## src/rtl/prot_pkg.sv

```systemverilog
package prot_pkg;

    typedef enum logic [1:0] {
        ST_MUTE,
        ST_RUN,
        ST_LATCHED,
        ST_AR_WAIT
    } pair_state_e;

    typedef enum logic [1:0] {
        PM_AUTO,
        PM_LATCH,
        PM_OFF
    } prot_mode_e;

endpackage

```

## src/rtl/prot_mode_dec.sv

```systemverilog
module prot_mode_dec
    import prot_pkg::*;
(
    input  logic [1:0]  mode_sel,
    output prot_mode_e  mode
);

    always_comb begin
        unique case (mode_sel)
            2'b00:   mode = PM_AUTO;
            2'b01:   mode = PM_LATCH;
            2'b10:   mode = PM_OFF;
            default: mode = PM_LATCH;   // unassigned code fails safe
        endcase
    end

endmodule

```

## src/rtl/prot_pair_fsm.sv

```systemverilog
module prot_pair_fsm
    import prot_pkg::*;
#(
    parameter int AR_EDGES = 4096
) (
    input  logic        clk,
    input  logic        arst_n,
    input  logic        run_req,
    input  prot_mode_e  mode,
    input  logic        err_oc,
    input  logic        err_ote,
    input  logic        err_uv,
    input  logic        pwm_rise,
    output logic        drive_off,
    output logic        faulted,
    output logic        ot_cause
);

    localparam int CW = $clog2(AR_EDGES + 1);
    localparam logic [CW-1:0] AR_LOAD = CW'(AR_EDGES);

    pair_state_e   state, state_nx;
    logic [CW-1:0] ar_cnt;
    logic          err_any;
    logic          nx_fault;
    pair_state_e   trip_target;

    assign err_any     = (mode != PM_OFF) && (err_oc || err_ote || err_uv);
    assign trip_target = (mode == PM_AUTO) ? ST_AR_WAIT : ST_LATCHED;

    // next-state selection
    always_comb begin
        state_nx = state;
        unique case (state)
            ST_MUTE:    state_nx = err_any ? trip_target : ST_RUN;   // release / trip
            ST_RUN:     if (err_any) state_nx = trip_target;         // trip_latch / trip_ar
            ST_LATCHED: state_nx = ST_LATCHED;
            ST_AR_WAIT: if (!err_any && ar_cnt == '0) state_nx = ST_RUN;  // ar_done
            default:    state_nx = ST_MUTE;
        endcase
        if (!run_req) state_nx = ST_MUTE;                            // mute
    end

    assign nx_fault = (state_nx == ST_LATCHED) || (state_nx == ST_AR_WAIT);

    // state register, countdown and fault cause
    always_ff @(posedge clk or negedge arst_n) begin
        if (!arst_n) begin
            state    <= ST_MUTE;
            ar_cnt   <= '0;
            ot_cause <= 1'b0;
        end else begin
            state <= state_nx;
            if (state_nx == ST_AR_WAIT && (state != ST_AR_WAIT || err_any))
                ar_cnt <= AR_LOAD;
            else if (state == ST_AR_WAIT && pwm_rise && ar_cnt != '0)
                ar_cnt <= ar_cnt - 1'b1;
            if (nx_fault)
                ot_cause <= (faulted && ot_cause) || (err_any && err_ote);
            else
                ot_cause <= 1'b0;
        end
    end

    // outputs
    always_comb begin
        drive_off = (state != ST_RUN);
        faulted   = (state == ST_LATCHED) || (state == ST_AR_WAIT);
    end

    p_mute_on_pin_r3: assert property (@(posedge clk) disable iff (!arst_n)
        !run_req |=> state == ST_MUTE);

    p_trip_from_run_r4: assert property (@(posedge clk) disable iff (!arst_n)
        (state == ST_RUN && run_req && err_any) |=> (state == ST_LATCHED || state == ST_AR_WAIT));

    p_latch_holds_r6: assert property (@(posedge clk) disable iff (!arst_n)
        (state == ST_LATCHED && run_req) |=> state == ST_LATCHED);

    p_no_early_exit_r8: assert property (@(posedge clk) disable iff (!arst_n)
        (state == ST_AR_WAIT && ar_cnt != '0) |=> state != ST_RUN);

    p_reload_r9: assert property (@(posedge clk) disable iff (!arst_n)
        (state == ST_AR_WAIT && run_req && err_any) |=> ar_cnt == AR_LOAD);

    p_off_no_trip_r10: assert property (@(posedge clk) disable iff (!arst_n)
        (state == ST_RUN && run_req && mode == PM_OFF) |=> state == ST_RUN);

endmodule

```

## src/rtl/prot_status_enc.sv

```systemverilog
module prot_status_enc #(
    parameter int NUM_PAIRS = 2
) (
    input  logic                 rst_pin_n,
    input  logic [NUM_PAIRS-1:0] faulted,
    input  logic [NUM_PAIRS-1:0] ot_cause,
    input  logic                 otw_flag,
    output logic                 sd_n,
    output logic                 otw_n
);

    always_comb begin
        sd_n  = !rst_pin_n || !(|faulted);
        otw_n = !(otw_flag || (rst_pin_n && |(faulted & ot_cause)));
    end

endmodule

```

## src/rtl/prot_status_core.sv

```systemverilog
module prot_status_core
    import prot_pkg::*;
#(
    parameter int NUM_BRIDGES = 4,
    parameter int AR_EDGES    = 4096
) (
    input  logic                   clk,
    input  logic                   arst_n,
    input  logic                   rst_pin_n,
    input  logic [1:0]             mode_sel,
    input  logic                   pwm_in,
    input  logic [NUM_BRIDGES-1:0] oc_hi,
    input  logic [NUM_BRIDGES-1:0] oc_lo,
    input  logic                   otw_flag,
    input  logic                   ote_flag,
    input  logic                   uv_flag,
    output logic [NUM_BRIDGES/2-1:0] hiz,
    output logic                   sd_n,
    output logic                   otw_n
);

    localparam int NUM_PAIRS = NUM_BRIDGES / 2;

    prot_mode_e           mode;
    logic                 pwm_q;
    logic                 pwm_rise;
    logic [NUM_PAIRS-1:0] drive_off;
    logic [NUM_PAIRS-1:0] faulted;
    logic [NUM_PAIRS-1:0] ot_cause;

    always_ff @(posedge clk or negedge arst_n) begin
        if (!arst_n) pwm_q <= 1'b0;
        else         pwm_q <= pwm_in;
    end

    assign pwm_rise = pwm_in && !pwm_q;

    prot_mode_dec u_mode (
        .mode_sel (mode_sel),
        .mode     (mode)
    );

    for (genvar p = 0; p < NUM_PAIRS; p++) begin : g_pair
        logic pair_oc;
        assign pair_oc = |{oc_hi[2*p+1], oc_hi[2*p], oc_lo[2*p+1], oc_lo[2*p]};

        prot_pair_fsm #(.AR_EDGES(AR_EDGES)) u_fsm (
            .clk       (clk),
            .arst_n    (arst_n),
            .run_req   (rst_pin_n),
            .mode      (mode),
            .err_oc    (pair_oc),
            .err_ote   (ote_flag),
            .err_uv    (uv_flag),
            .pwm_rise  (pwm_rise),
            .drive_off (drive_off[p]),
            .faulted   (faulted[p]),
            .ot_cause  (ot_cause[p])
        );

        assign hiz[p] = !rst_pin_n || drive_off[p];
    end

    prot_status_enc #(.NUM_PAIRS(NUM_PAIRS)) u_enc (
        .rst_pin_n (rst_pin_n),
        .faulted   (faulted),
        .ot_cause  (ot_cause),
        .otw_flag  (otw_flag),
        .sd_n      (sd_n),
        .otw_n     (otw_n)
    );

    p_shared_all_r5: assert property (@(posedge clk) disable iff (!arst_n)
        (rst_pin_n && (ote_flag || uv_flag) && mode != PM_OFF) |=> &hiz);

    p_sd_reports_r11: assert property (@(posedge clk) disable iff (!arst_n)
        (rst_pin_n && $past(rst_pin_n) && (|faulted)) |-> !sd_n);

endmodule

```

## config.mk

```make
export PLATFORM = sky130hd
export DESIGN_NAME = prot_status_core
export DESIGN_NICKNAME = d
export VERILOG_FILES = /design/src/rtl/prot_pkg.sv /design/src/rtl/prot_mode_dec.sv /design/src/rtl/prot_pair_fsm.sv /design/src/rtl/prot_status_enc.sv /design/src/rtl/prot_status_core.sv
export SDC_FILE = /design/constraint.sdc
export NUM_CORES = 1
export LEC_CHECK = 0
export ABC_AREA = 1
export BUFFER_PORTS_ARGS = -buffer_cell sky130_fd_sc_hd__buf_2
export CAP_MARGIN = 15
export CORE_MARGIN = 4
export CORE_UTILIZATION = 25
export DETAILED_ROUTE_END_ITERATION = 10
export GPL_ROUTABILITY_DRIVEN = 0
export PLACE_DENSITY_LB_ADDON = 0.12
export SLEW_MARGIN = 20
export SYNTH_ARGS = -nofsm -noshare
export SYNTH_HDL_FRONTEND = slang
export SYNTH_SLANG_ARGS = --single-unit
```

## constraint.sdc

```tcl
create_clock -name clk -period 2.1 [get_ports clk]
set_input_delay 0.42 -clock clk [delete_from_list [all_inputs] [get_ports clk]]
set_output_delay 0.42 -clock clk [all_outputs]
set_load 0.05 [all_outputs]
```

## Yosys cells after proc, flatten, opt, wreduce, memory -nomap -nowiden

Index checks and enable logic that the tools add are counted.

- Bits in read-only memories: 0
- Word-level logic and storage cells: 96
- Bits in writable memories: 0
- Register bits: 33
- Output and inout port bits: 4
- Input port bits: 17
- Memories kept: 0
- Latch bits: 0

- Shift-type cells: 0
- Multipliers: 0
- Magnitude comparators: 0
- Reduce and logical (&&, ||, !) cells: 52
- Eq/ne operators: 16
- Muxes and demuxes: 18
- Bitwise logic cells: 1
- Add/subtract/negate cells: 2
- Divide/modulo/power cells: 0

Operators with widths:

| cell | count |
|---|---|
| $mux 13 | 4 |
| $logic_not 13->1 | 2 |
| $reduce_bool 13->1 | 2 |
| $sub 13x1->13 const B | 2 |
| $eq 2x2->1 const B | 9 |
| $logic_and 1x1->1 | 16 |
| $logic_or 1x1->1 | 16 |
| $mux 2 | 8 |
| $pmux 2 s4 | 2 |
| $logic_not 2->1 | 4 |
| $reduce_or 4->1 | 2 |
| $logic_not 1->1 | 6 |
| $ne 2x2->1 const B | 3 |
| $eq 2x1->1 const B | 2 |
| $ne 2x1->1 const B | 2 |
| $pmux 2 s2 | 1 |
| $reduce_bool 2->1 | 2 |
| $reduce_or 2->1 | 2 |
| $mux 1 | 3 |
| $and 2x2->2 | 1 |

## Longest topological paths before layout

Gate-level depths: netlist (run 1).

- Word-level depth: 12
- Gate-level depth with buffers: 11
- Gate-level depth less buffers: 11

## By module

Synthesis (run 1) repeated with hierarchy kept, for this count alone.

- Cell total of the unflattened synthesis: 359
- Area total of the unflattened synthesis: 2,416.1 um^2

Modules (own cells, without submodules):

| module | cells each | instances | area each (um^2) | seq. area each (um^2) |
|---|---|---|---|---|
| prot_pair_fsm | 169 | 2 | 1,154.9 | 400.4 |
| prot_status_core | 13 | 1 | 70.1 | 25.0 |
| prot_status_enc | 5 | 1 | 25.0 | 0.0 |
| prot_mode_dec | 3 | 1 | 11.3 | 0.0 |

## Worst setup path after synthesis (run 1)

Ideal clock, no wire load.

- Path type: flip-flop to output port
- Start: reg g_pair[0].u_fsm.state[1]
- End: out sd_n
- Path buffers: 0
- Arrival time: 1.493 ns
- Setup slack: 0.187 ns
- Stages on the path, launching flop included: 2
- Data required time: 1.680 ns
- Cells stage by stage: dfrtp_1 -> o21ai_0

- Word-level cells in the longest chain between the ends: 5
- Elaborated cells between the ends (all ways): 6
- Those cells by class: eq/ne (2); reduce/logical (4)

RTL lines:

| what | line | source |
|---|---|---|
| from (decl) | prot_pair_fsm.sv:22 | `pair_state_e state, state_nx;` |
| from (signal assigned) | prot_pair_fsm.sv:53 | `state <= state_nx;` |
| $eq 2x2->1 | prot_pair_fsm.sv:68 | `faulted = (state == ST_LATCHED) \|\| (state == ST_AR_WAIT);` |
| $logic_or 1x1->1 (*) | prot_pair_fsm.sv:68 |  |
| $reduce_or 2->1 (*) | prot_status_enc.sv:13 | `sd_n = !rst_pin_n \|\| !(\|faulted);` |
| $logic_not 1->1 (*) | prot_status_enc.sv:13 |  |
| $logic_or 1x1->1 (*) | prot_status_enc.sv:13 |  |
| to (decl) | prot_status_core.sv:18 | `output logic sd_n,` |

Mark *: on every way between the ends. The rest lies on a longest branch, timed or not.

## Final worst setup path (run 1)

- Start: reg g_pair[1].u_fsm.state[1]
- End: out otw_n

- Word-level cells in the longest chain between the ends: 7
- Elaborated cells between the ends (all ways): 8
- Those cells by class: eq/ne (2); bitwise (1); reduce/logical (5)

RTL lines:

| what | line | source |
|---|---|---|
| from (decl) | prot_pair_fsm.sv:22 |  |
| from (signal assigned) | prot_pair_fsm.sv:53 |  |
| $eq 2x2->1 | prot_pair_fsm.sv:68 |  |
| $logic_or 1x1->1 (*) | prot_pair_fsm.sv:68 |  |
| $and 2x2->2 (*) | prot_status_enc.sv:14 | `otw_n = !(otw_flag \|\| (rst_pin_n && \|(faulted & ot_cause)));` |
| $reduce_or 2->1 (*) | prot_status_enc.sv:14 |  |
| $logic_and 1x1->1 (*) | prot_status_enc.sv:14 |  |
| $logic_or 1x1->1 (*) | prot_status_enc.sv:14 |  |
| $logic_not 1->1 (*) | prot_status_enc.sv:14 |  |
| to (decl) | prot_status_core.sv:19 | `output logic otw_n` |

Marked as above.

==> load_flow_metrics.sql, run 1 <==
INSERT INTO impl_metrics (metric_group, metric, value, unit) VALUES
('global_routing', 'global_route_congestion_overflow_total', '0', ''),
('floorplanning', 'placeableCoreArea', '8760', 'um^2'),
('setup_path', 'worst_setup_path_start_kind', 'flop', ''),
('drt', 'number_of_drc_markers_after_the_initial_detailed_route_iteration', '30', ''),
('sta', 'fin_worst_skew', '0.00857', 'ns'),
('clock_network', 'tritoncts_num_sinks', '33', ''),
('final_layout', 'syn2layout_area_growth', '14.3', '%'),
('drt', 'route.final.wire_length', '5320', 'um'),
('sta', 'setup_total_negative_slack', '0', 'ns'),
('worst_hold_path', 'hold_path.class', 'in2async', ''),
('clock_network', 'clock_latency_at_the_later_pin_of_the_worst_skew_pair', '0.29', 'ns'),
('place', 'dp_hpwl', '3960', 'um'),
('floorplanning', 'fp.dieArea', '10600', 'um^2'),
('floorplanning', 'boundaryPins', '21', ''),
('global_routing', 'wire_length_of_the_first_global_routing_pass', '9000', 'um'),
('setup_path', 'cp_max_fo', '5', ''),
('logic_synthesis', 'synth_ff_type', 'sky130_fd_sc_hd__dfrtp_1', ''),
('clock_network', 'reg_clk_slew_reported_paths', '0.08', 'ns'),
('clock_network', 'cts.htree.levels', '2', ''),
('logic_synthesis', 'syn-cell-area', '2250', 'um^2'),
('global_routing', 'track_usage', '10.8', '%'),
('flow_run', 'count_of_maximum_capacitance_violations', '0', ''),
('drt', 'vias', '1980', ''),
('outcome', 'outcome', 'finished clean', ''),
('global_routing', 'antenna_found_initial', '0', ''),
('drt', 'detail_route.vias_per_cell', '4.36', ''),
('logic_synthesis', 'synthDominantCellAreaShare', '36.7', '%'),
('logic_synthesis', 'synthDistinctLibCells', '28', ''),
('power', 'power_per_unit_of_standard_cell_area', '1020', 'nW/um^2'),
('logic_synthesis', 'yosysMostFrequentCell', 'sky130_fd_sc_hd__nand2_1', ''),
('final_layout', 'total_area_of_multi_input_combinational_cells', '1210', 'um^2'),
('logic_synthesis', 'syn-instance-count', '322', ''),
('clock_network', 'tritoncts', 'done', ''),
('power', 'power_leakage', '1.45', 'nW'),
('logic_synthesis', 'synth_seq_area_share', '36.7', '%'),
('place', 'place_area', '2460', 'um^2'),
('final_layout', 'regArea', '826', 'um^2'),
('sta', 'rsz0062_at_grt', 'no', ''),
('final_layout', 'finish.net_count', '366', ''),
('drt', 'wl_per_cell', '11.7', 'um'),
('final_layout', 'n_fill_cell', '960', ''),
('final_layout', 'final_layout_size_suffix_gt1_share', '15.0', '%'),
('sta', 'worst_pin_slew', '0.808', 'ns'),
('logic_synthesis', 'synth-async-reset-ratio', '100', '%'),
('floorplanning', 'initial_core_util', '25.7', '%'),
('final_layout', 'n_antenna_cell', '0', ''),
('logic_synthesis', 'synth-edff-count', '0', ''),
('floorplanning', 'die-height', '103', 'um'),
('global_routing', 'grt_max_degree', '34', ''),
('drt', 'postRouteAntennaNets', '0', ''),
('logic_synthesis', 'synth_seq_cells', '33', ''),
('logic_synthesis', 'ys_top_cells_by_area', 'sky130_fd_sc_hd__dfrtp_1 37%, sky130_fd_sc_hd__nand2_1 16%, sky130_fd_sc_hd__nor2_1 8.8%, sky130_fd_sc_hd__inv_1 6.7%, sky130_fd_sc_hd__nand3_1 6.7%', ''),
('clock_network', 'post_cts_buffers', '0', ''),
('setup_path', 'worstSetupPathType', 'reg2out', ''),
('sta', 'maxSlewHeadroom', '46.1', '%'),
('logic_synthesis', 'mapped_nets', '343', ''),
('clock_network', 'cts_inserted_buffers', '5', ''),
('sta', 'final_min_period_over_clock_period', '85.3', '%'),
('final_layout', 'postLayoutCellArea', '2570', 'um^2'),
('floorplanning', 'die_w', '103', 'um'),
('place', 'io_buffer_count', '20', ''),
('sta', 'slew_violations', '0', ''),
('sta', 'period_minus_slack', '1.79', 'ns'),
('sta', 'timing.final.setup_violations', '0', ''),
('clock_network', 'cts_buffer_depth', '2', ''),
('logic_synthesis', 'yosys_warnings', '0', ''),
('logic_synthesis', 'post_synth.cell_area_avg', '6.99', 'um^2'),
('drt', 'drc', '0', ''),
('clock_network', 'clock_tree.root_cell', 'sky130_fd_sc_hd__clkbuf_8', ''),
('power', 'vdd_ir_drop_max', '0.401', 'mV'),
('clock_network', 'cts_hold_repair.buffers', '0', '');
worst max-delay path, stage by stage, from the launching register on:
cell,delay [ns]
sky130_fd_sc_hd__dfrtp_1,0.43
sky130_fd_sc_hd__inv_1,0.16
sky130_fd_sc_hd__o22ai_1,0.11
sky130_fd_sc_hd__a21oi_1,0.11
sky130_fd_sc_hd__buf_2,0.27
flip-flops by register name, summed over array words and instances (netlist names):
name                   flops
pwm_q                      1
g_pair.u_fsm.ar_cnt       26
g_pair.u_fsm.ot_cause      2
g_pair.u_fsm.state         4
final timing paths:
path	startpoint	end	slack [ns]	depth (start not counted)
setup / recovery	g_pair[1].u_fsm.state[1]	otw_n	0.31	4
max in group asynchronous	arst_n	g_pair[0].u_fsm.ar_cnt[5]	1.36	1
setup reg to reg	g_pair[0].u_fsm.ar_cnt[0]	g_pair[0].u_fsm.ar_cnt[7]	0.43	9
hold reg to reg	g_pair[0].u_fsm.ar_cnt[11]	g_pair[0].u_fsm.ar_cnt[11]	0.57	2
min in group clk	pwm_in	pwm_q	0.26	1
hold / removal	arst_n	g_pair[1].u_fsm.state[1]	0.21	1
per-layer routing:
layer  global-route usage (%)  share of wire, %  up-vias
met5                        0                 0        -
met4                     3.59               1.2        0
met3                     2.23               2.2        5
met2                     18.0                49        9
met1                     14.0                48      918
li1                         -                 -     1048
layout make-up:
| type | instances | share of cell area (%) |
|---|---|---|
| tap | 108 | 5.25 |
| clock buffer | 7 | 3.35 |
| multi-input combinational | 239 | 47.1 |
| timing repair buffer | 23 | 4.76 |
| clock inverter | 1 | 1.17 |
| inverter | 43 | 6.27 |
| sequential | 33 | 32.1 |
power breakdown:
group          internal (mW)  switching (mW)
sequential             0.729           0.116
clock                  0.387           0.250
combinational          0.448           0.704
cells by family after synthesis:
kind of cell,synth area share (%)
AND/OR/NAND/NOR,45.1
buffers and inverters,9.50
flip-flops,36.7
XOR/XNOR,4.28
AO/OA/AOI/OAI,2.22
adder cells (fa/ha/maj),2.22
per-stage QoR:
stage          power, mW  std cells  hold WS (ns)  utilization (%)  worst slack [ns]
2_1_floorplan       1.77        322         0.124                -             0.187
3_3_place_gp        2.02        446         0.533             28.0             0.351
3_5_place_dp        2.02        446         0.551             28.0             0.278
4_1_cts             2.68        454         0.244             29.4             0.310
5_1_grt             2.87        454         0.252             29.4             0.219
6_report            2.64        454         0.214             29.4             0.308
cell usage in the layout (no fill, tap or decap), types with 2 or more instances in the layout:
cell | netlist | layout
sky130_fd_sc_hd__inv_1 | 40 | 40
sky130_fd_sc_hd__nor2_1 | 53 | 53
sky130_fd_sc_hd__nand3_1 | 30 | 30
sky130_fd_sc_hd__xor2_1 | 7 | 7
sky130_fd_sc_hd__nand2_2 | 3 | 3
sky130_fd_sc_hd__buf_4 | 1 | 3
sky130_fd_sc_hd__ha_1 | 4 | 4
sky130_fd_sc_hd__nand4_1 | 9 | 9
sky130_fd_sc_hd__nor2_2 | 2 | 2
sky130_fd_sc_hd__o21ai_0 | 6 | 6
sky130_fd_sc_hd__nand3b_1 | 8 | 8
sky130_fd_sc_hd__nand2_1 | 94 | 94
sky130_fd_sc_hd__xnor2_1 | 4 | 4
sky130_fd_sc_hd__clkbuf_8 | 0 | 6
sky130_fd_sc_hd__inv_2 | 3 | 3
sky130_fd_sc_hd__dfrtp_1 | 33 | 33
sky130_fd_sc_hd__nand3_2 | 9 | 9
sky130_fd_sc_hd__buf_2 | 4 | 20
sky130_fd_sc_hd__nor3_1 | 2 | 2
Power figures use the tool's default switching activity.
==> inputs of run 2 (changes only) <==
Settings changed: REMOVE_ABC_BUFFERS from default to 1.
==> load_flow_metrics.sql, run 2 (synthesis results as in run 1) <==
INSERT INTO impl_metrics (metric_group, metric, value, unit) VALUES
('sta', 'setup_total_negative_slack', '0', 'ns'),
('floorplanning', 'die-height', '103', 'um'),
('drt', 'route.final.wire_length', '5210', 'um'),
('setup_path', 'critical_path.cell_chain', 'inv_1 > o22ai_1 > a21oi_1 > buf_2', ''),
('sta', 'worst_pin_slew', '0.549', 'ns'),
('outcome', 'outcome', 'finished clean', ''),
('place', 'dp_hpwl', '3990', 'um'),
('power', 'power_leakage', '1.45', 'nW'),
('drt', 'vias', '1970', ''),
('global_routing', 'global_route.peak_usage_layer', 'met2', ''),
('final_layout', 'mostFrequentLayoutCell', 'sky130_fd_sc_hd__nand2_1', ''),
('drt', 'detail_route.vias_per_cell', '4.32', ''),
('final_layout', 'postLayoutCellArea', '2570', 'um^2'),
('clock_network', 'clock_tree.root_cell', 'sky130_fd_sc_hd__clkbuf_8', ''),
('floorplanning', 'placementRows', '34', ''),
('setup_path', 'cp_slowest_stage_delay', '0.41', 'ns'),
('drt', 'drc', '0', ''),
('clock_network', 'reg_clk_slew_reported_paths', '0.07', 'ns'),
('final_layout', 'n_fill_cell', '992', ''),
('sta', 'max_freq', '570', 'MHz'),
('sta', 'period_minus_slack', '1.75', 'ns'),
('setup_path', 'critPathSlowestCell', 'sky130_fd_sc_hd__dfrtp_1', ''),
('global_routing', 'grt_max_degree', '24', ''),
('sta', 'timing.final.setup_violations', '0', ''),
('clock_network', 'cts_inserted_buffers', '5', ''),
('drt', 'drt_first_pass_iters', '4', ''),
('global_routing', 'gr-usage-met2', '18.0', '%'),
('sta', 'maxSlewHeadroom', '63.1', '%'),
('global_routing', 'wire_length_of_the_first_global_routing_pass', '9230', 'um'),
('sta', 'final_hold_viol_count', '0', ''),
('global_routing', 'track_usage', '11.0', '%'),
('final_layout', 'largest_register_ff_count', '26', ''),
('setup_path', 'cp_max_fo', '5', ''),
('setup_path', 'arrival', '1.33', 'ns'),
('flow_run', 'count_of_maximum_capacitance_violations', '0', ''),
('setup_path', 'worst_setup_path_start_kind', 'flop', ''),
('place', 'place_area', '2480', 'um^2'),
('place', 'dp_slack', '0.401', 'ns'),
('sta', 'finalWorstSetupSlack', '0.346', 'ns'),
('power', 'sw_frac_of_total', '42.1', '%'),
('sta', 'hold_worst_slack', '0.0554', 'ns'),
('setup_path', 'cp.required', '1.68', 'ns'),
('final_layout', 'largest_registers', 'g_pair.u_fsm.ar_cnt x26, g_pair.u_fsm.state x4, g_pair.u_fsm.ot_cause x2', ''),
('clock_network', 'tritoncts', 'done', ''),
('clock_network', 'cts_hold_repair.buffers', '0', ''),
('drt', 'postRouteAntennaNets', '0', ''),
('final_layout', 'syn2layout_area_growth', '13.9', '%'),
('clock_network', 'cts.htree.levels', '2', ''),
('power', 'total_net_switching_power', '1.05', 'mW'),
('worst_hold_path', 'hold_path.class', 'in2async', ''),
('final_layout', 'regArea', '826', 'um^2'),
('sta', 'final_min_period_over_clock_period', '83.5', '%'),
('sta', 'rsz0062_at_grt', 'no', ''),
('floorplanning', 'die_w', '103', 'um'),
('global_routing', 'groute.layer.met1.usage', '14.7', '%'),
('final_layout', 'final_layout_size_suffix_gt1_share', '15.5', '%'),
('place', 'io_buffer_count', '20', ''),
('floorplanning', 'initial_core_util', '25.7', '%'),
('setup_path', 'worstSetupPathType', 'reg2out', ''),
('floorplanning', 'boundaryPins', '21', ''),
('clock_network', 'cts_buffer_depth', '2', ''),
('power', 'sequentialPowerShare', '34.0', '%'),
('power', 'internal_power', '1.44', 'mW'),
('setup_path', 'worstSetupEndpointType', 'output port', ''),
('final_layout', 'max_flop_register', 'g_pair.u_fsm.ar_cnt', ''),
('sta', 'fin_worst_skew', '0.00775', 'ns'),
('clock_network', 'tritoncts_num_sinks', '33', ''),
('floorplanning', 'fp.dieArea', '10600', 'um^2'),
('power', 'power_per_unit_of_standard_cell_area', '969', 'nW/um^2'),
('clock_network', 'cts_resized', '0', ''),
('global_routing', 'first_global_vias', '1953', ''),
('power', 'vdd_ir_drop_max', '0.310', 'mV'),
('final_layout', 'final_cell_mix', '94 x sky130_fd_sc_hd__nand2_1, 53 x sky130_fd_sc_hd__nor2_1, 40 x sky130_fd_sc_hd__inv_1, 33 x sky130_fd_sc_hd__dfrtp_1, 30 x sky130_fd_sc_hd__nand3_1', ''),
('global_routing', 'antenna_found_initial', '0', ''),
('power', 'clkPwrFrac', '20.0', '%'),
('clock_network', 'clock_latency_at_the_later_pin_of_the_worst_skew_pair', '0.28', 'ns'),
('floorplanning', 'placeableCoreArea', '8760', 'um^2'),
('final_layout', 'finish.net_count', '369', ''),
('drt', 'number_of_drc_markers_after_the_initial_detailed_route_iteration', '46', ''),
('power', 'power', '2.49', 'mW'),
('final_layout', 'n_antenna_cell', '0', ''),
('power', 'power.combinational.fraction', '46.0', '%'),
('drt', 'wl_per_cell', '11.4', 'um'),
('clock_network', 'post_cts_buffers', '0', ''),
('setup_path', 'r2r_slack', '0.41', 'ns'),
('sta', 'slew_violations', '0', ''),
('setup_path', 'reg2reg_depth', '9', ''),
('global_routing', 'grt_use_met3', '2.50', '%'),
('global_routing', 'global_route_congestion_overflow_total', '0', ''),
('final_layout', 'total_area_of_multi_input_combinational_cells', '1210', 'um^2');
[run 2: cell type report]
| type | count | share of cell area [%] |
|---|---|---|
| multi-input cells | 239 | 47.2 |
| repair buffers | 26 | 5.66 |
| well taps | 108 | 5.27 |
| inverters | 43 | 6.29 |
| clock buffers | 7 | 3.36 |
| flip-flops and latches | 33 | 32.2 |
[run 2: power by group through the flow]
stage / Clock [mW] / Combinational, mW / Sequential, mW
finish: 0.499 / 1.14 / 0.846
global route: 0.558 / 1.34 / 0.864
CTS: 0.528 / 1.16 / 0.848
detailed placement: 0 / 1.16 / 0.857
global placement: 0 / 1.16 / 0.859
floorplan: 0 / 0.931 / 0.825
[run 2: metal layers]
metal / up-vias / wire [um]
met5: - / 0
li1: 1057 / -
met1: 893 / 2570
met4: 0 / 21
met3: 3 / 96
met2: 17 / 2520
[run 2: path summary, 6_finish.rpt]
check                                           start                    endpoint
max in group asynchronous                      arst_n    g_pair[0].u_fsm.ot_cause
min in group clk                               pwm_in                       pwm_q
hold / removal                                 arst_n   g_pair[1].u_fsm.ar_cnt[9]
setup reg to reg            g_pair[0].u_fsm.ar_cnt[0]   g_pair[0].u_fsm.ar_cnt[9]
hold reg to reg            g_pair[1].u_fsm.ar_cnt[12]  g_pair[1].u_fsm.ar_cnt[12]
setup / recovery             g_pair[1].u_fsm.state[1]                       otw_n
[run 2: per-stage QoR]
| step | std cells | util, % |
|---|---|---|
| final | 456 | 29.3 |
| after global routing | 456 | 29.3 |
| after CTS | 456 | 29.3 |
| after detailed placement | 449 | 28.3 |
| after global placement | 449 | 28.3 |
| after floorplan | 315 | - |
[run 2: worst max-delay path, delay by kind of cell (launching register included)]
family                 cells  cell delay (ns)
AO/OA/AOI/OAI              2             0.23
buffers and inverters      2             0.42
flip-flops                 1             0.41
==> inputs of run 3 (changes only) <==
Settings changed: ABC_AREA 1 to 0.
Clock period 2.1 ns to 1.6 ns, I/O delays scaled along.
==> load_flow_metrics.sql, run 3 <==
INSERT INTO impl_metrics (metric_group, metric, value, unit) VALUES
('power', 'power_leakage', '1.39', 'nW'),
('sta', 'final_hold_viol_count', '0', ''),
('logic_synthesis', 'synth-async-reset-ratio', '100', '%'),
('power', 'clkPwrFrac', '22.4', '%'),
('flow_run', 'count_of_maximum_capacitance_violations', '0', ''),
('outcome', 'violated_checks', 'setup timing', ''),
('final_layout', 'finish.cell_count_without_fillers', '397', ''),
('setup_path', 'cp.required', '1.82', 'ns'),
('final_layout', 'n_fill_cell', '713', ''),
('global_routing', 'wire_length_of_the_first_global_routing_pass', '9540', 'um'),
('logic_synthesis', 'synth_seq_area_share', '44.5', '%'),
('floorplanning', 'placeableCoreArea', '7210', 'um^2'),
('power', 'vdd_ir_drop_max', '0.357', 'mV'),
('clock_network', 'cts.htree.levels', '2', ''),
('power', 'internal_power', '1.95', 'mW'),
('logic_synthesis', 'synth_simple_gate_area_share', '27.9', '%'),
('logic_synthesis', 'post_synth.cell_area_avg', '9.51', 'um^2'),
('floorplanning', 'die_w', '94.1', 'um'),
('setup_path', 'worstSetupEndpointType', 'flop', ''),
('power', 'sequentialPowerShare', '34.1', '%'),
('final_layout', 'final_cell_mix', '67 x sky130_fd_sc_hd__buf_4, 32 x sky130_fd_sc_hd__dfrtp_1, 16 x sky130_fd_sc_hd__buf_2, 15 x sky130_fd_sc_hd__buf_6, 13 x sky130_fd_sc_hd__a21oi_2', ''),
('floorplanning', 'boundaryPins', '21', ''),
('clock_network', 'tritoncts', 'done', ''),
('final_layout', 'largest_registers', 'g_pair.u_fsm.ar_cnt x26, g_pair.u_fsm.state x4, g_pair.u_fsm.ot_cause x2', ''),
('drt', 'postRouteAntennaNets', '0', ''),
('clock_network', 'clock_tree.root_cell', 'sky130_fd_sc_hd__clkbuf_8', ''),
('place', 'io_buffer_count', '20', ''),
('logic_synthesis', 'synth_seq_cells', '33', ''),
('logic_synthesis', 'dominant_combinational_cell_family_by_area_after_synthesis', 'simple AND/OR/NAND/NOR gates', ''),
('outcome', 'outcome', 'finished, violations left', ''),
('sta', 'finalWorstSetupSlack', '-0.286', 'ns'),
('setup_path', 'cp_max_fo', '3', ''),
('logic_synthesis', 'synthXorXnorAreaFrac', '1.42', '%'),
('drt', 'drc', '0', ''),
('logic_synthesis', 'synthDistinctLibCells', '43', ''),
('logic_synthesis', 'synth_compound_area_share', '21.5', '%'),
('clock_network', 'cts_buffer_depth', '2', ''),
('sta', 'rsz0062_at_grt', 'yes', ''),
('power', 'sw_frac_of_total', '33.6', '%'),
('setup_path', 'arrival', '2.10', 'ns'),
('global_routing', 'grt_max_degree', '34', ''),
('logic_synthesis', 'synth_ff_type', 'sky130_fd_sc_hd__dfrtp_1', ''),
('drt', 'wl_per_cell', '14.2', 'um'),
('clock_network', 'cts_inserted_buffers', '5', ''),
('final_layout', 'largest_register_ff_count', '26', ''),
('power', 'power', '2.94', 'mW'),
('sta', 'worst_pin_slew', '0.451', 'ns'),
('setup_path', 'worstSetupPathType', 'reg2reg', ''),
('final_layout', 'mostFrequentLayoutCell', 'sky130_fd_sc_hd__buf_4', ''),
('floorplanning', 'initial_core_util', '25.7', '%'),
('sta', 'fin_worst_skew', '0.00407', 'ns'),
('global_routing', 'first_global_vias', '1953', ''),
('clock_network', 'clock_latency_at_the_later_pin_of_the_worst_skew_pair', '0.28', 'ns'),
('logic_synthesis', 'syn-instance-count', '195', ''),
('sta', 'max_freq', '530', 'MHz'),
('logic_synthesis', 'netlist.top_cell.by_area', 'sky130_fd_sc_hd__dfrtp_1', ''),
('place', 'post-place-cells', '376', ''),
('setup_path', 'crit_top_cell', 'sky130_fd_sc_hd__or4_4', ''),
('logic_synthesis', 'yosys_warnings', '0', ''),
('logic_synthesis', 'yosysMostFrequentCell', 'sky130_fd_sc_hd__dfrtp_1', ''),
('place', 'dp_hpwl', '3690', 'um'),
('logic_synthesis', 'syn-cell-area', '1850', 'um^2'),
('clock_network', 'tritoncts_num_sinks', '33', ''),
('final_layout', 'syn2layout_area_growth', '72.3', '%'),
('logic_synthesis', 'synth-edff-count', '0', ''),
('drt', 'route.final.wire_length', '5640', 'um'),
('floorplanning', 'fp.dieArea', '8860', 'um^2'),
('floorplanning', 'placementRows', '31', ''),
('drt', 'detail_route.vias_per_cell', '4.83', ''),
('logic_synthesis', 'netlist_top_cells_count', '33 x sky130_fd_sc_hd__dfrtp_1, 24 x sky130_fd_sc_hd__a21oi_1, 14 x sky130_fd_sc_hd__nand2_1, 11 x sky130_fd_sc_hd__or4_1', ''),
('worst_hold_path', 'hold_path.class', 'in2async', ''),
('setup_path', 'cp_slowest_stage_delay', '0.54', 'ns'),
('final_layout', 'total_area_of_multi_input_combinational_cells', '1360', 'um^2'),
('floorplanning', 'die-height', '94.1', 'um'),
('drt', 'vias', '1917', ''),
('logic_synthesis', 'synthDominantCellAreaShare', '44.5', '%'),
('global_routing', 'antenna_found_initial', '0', ''),
('clock_network', 'reg_clk_slew_reported_paths', '0.07', 'ns'),
('setup_path', 'worst_setup_path_start_kind', 'flop', ''),
('global_routing', 'track_usage', '13.4', '%'),
('drt', 'number_of_drc_markers_after_the_initial_detailed_route_iteration', '76', ''),
('final_layout', 'regArea', '827', 'um^2'),
('sta', 'timing.final.setup_violations', '21', ''),
('sta', 'period_minus_slack', '1.89', 'ns'),
('final_layout', 'n_antenna_cell', '0', ''),
('logic_synthesis', 'synth-adder-area-share', '2.70', '%'),
('drt', 'drt_first_pass_iters', '4', ''),
('sta', 'maxSlewHeadroom', '69.9', '%'),
('power', 'power.combinational.fraction', '43.4', '%'),
('logic_synthesis', 'ys_top_cells_by_area', 'sky130_fd_sc_hd__dfrtp_1 45%, sky130_fd_sc_hd__a21oi_1 6.5%, sky130_fd_sc_hd__or4_1 4.5%, sky130_fd_sc_hd__or3_1 3.4%, sky130_fd_sc_hd__o31ai_1 3.2%', ''),
('setup_path', 'critPathSlowestCell', 'sky130_fd_sc_hd__or4_4', ''),
('clock_network', 'cts_hold_repair.buffers', '0', ''),
('final_layout', 'final_layout_size_suffix_gt1_share', '58.1', '%'),
('sta', 'final_min_period_over_clock_period', '118', '%'),
('global_routing', 'global_route_congestion_overflow_total', '0', ''),
('sta', 'slew_violations', '0', ''),
('final_layout', 'finish.net_count', '319', ''),
('power', 'total_net_switching_power', '0.991', 'mW'),
('power', 'power_per_unit_of_standard_cell_area', '922', 'nW/um^2'),
('final_layout', 'max_flop_register', 'g_pair.u_fsm.ar_cnt', ''),
('setup_path', 'critical_path.cell_chain', 'or4_4 > or3_1 > or4_4 > a21oi_2', ''),
('logic_synthesis', 'share_of_cell_area_taken_by_muxes_after_synthesis', '0', '%');
[run 3: cell count changes after synthesis, moves of 10 or more]
cell and change:
sky130_fd_sc_hd__a21oi_1 +23, sky130_fd_sc_hd__or4_1 +11, sky130_fd_sc_hd__nand2_1 -80, sky130_fd_sc_hd__inv_1 -34
sky130_fd_sc_hd__nand3_1 -25, sky130_fd_sc_hd__or3_1 +10, sky130_fd_sc_hd__nor2_1 -43
[run 3: repair_timing]
item                       in CTS  in global routing
gates resized for setup        48                 54
pin swaps                      27                 21
buffers inserted               10                  5
setup endpoints to repair      28                 34
[run 3: final cells by class]
type / count / area share (%)
tap: 99 / 3.88
inverter: 6 / 0.783
timing repair buffer: 100 / 24.2
clock buffer: 7 / 2.70
multi-input combinational: 152 / 42.5
sequential: 33 / 25.9
[run 3: cell families (layout without fill, tap and decap cells)]
family / count (synthesis) / after routing
xor gates and xnor gates: 3 / 3
DFF: 33 / 33
AOI/OAI and AO/OA: 61 / 61
buffers and inverters: 10 / 113
and+or+nand+nor: 84 / 84
adders and majority gates: 4 / 4
[run 3: critical path, delay by kind of cell (launching register included)]
kind               cells  cell delay (ns)
and+or+nand+nor        3             1.30
AOI/OAI and AO/OA      1             0.12
DFF                    1             0.40
[run 3: worst paths after layout]
path,cells past startpoint,start,to,slack [ns]
max,4,g_pair[1].u_fsm.ar_cnt[5],g_pair[1].u_fsm.ar_cnt[11],-0.29
min,2,arst_n,g_pair[0].u_fsm.ar_cnt[11],0.06
max reg2reg,4,g_pair[1].u_fsm.ar_cnt[5],g_pair[1].u_fsm.ar_cnt[11],-0.29
min reg2reg,2,g_pair[0].u_fsm.ar_cnt[11],g_pair[0].u_fsm.ar_cnt[11],0.59
max in group asynchronous,2,arst_n,g_pair[0].u_fsm.ar_cnt[2],1.19
min in group clk,4,oc_lo[0],g_pair[0].u_fsm.state[0],0.31
[run 3: power by group through the flow]
stage / Sequential (mW) / Clock [mW] / Combinational (mW)
finish: 1.01 / 0.660 / 1.28
global route: 1.02 / 0.706 / 1.40
CTS: 1.00 / 0.684 / 1.12
detailed placement: 0.999 / 0 / 0.916
global placement: 1.00 / 0 / 0.920
floorplan: 1.02 / 0 / 0.406
[run 3: stage by stage]
step                setup TNS (ns)  utilization (%)  area (um^2)  setup slack, ns  hold WS [ns]
global placement             -5.50             35.5         2560           -0.379         0.398
global route                 -4.91             44.3         3190           -0.328        0.0982
detailed placement           -5.60             35.5         2560           -0.370         0.391
floorplan                    -5.50                -         1840           -0.406        0.0244
finish                       -2.70             44.3         3190           -0.286        0.0605
CTS                          -2.73             40.6         2930           -0.275        0.0845
[run 3: routing by layer]
layer  routed length (um)  track usage, %  vias up
li1                     -               -      969
met1                 2780            18.4      908
met2                 2610            21.0       33
met3                  180            2.80        7
met4                   70            4.21        0
met5                    0               0        -
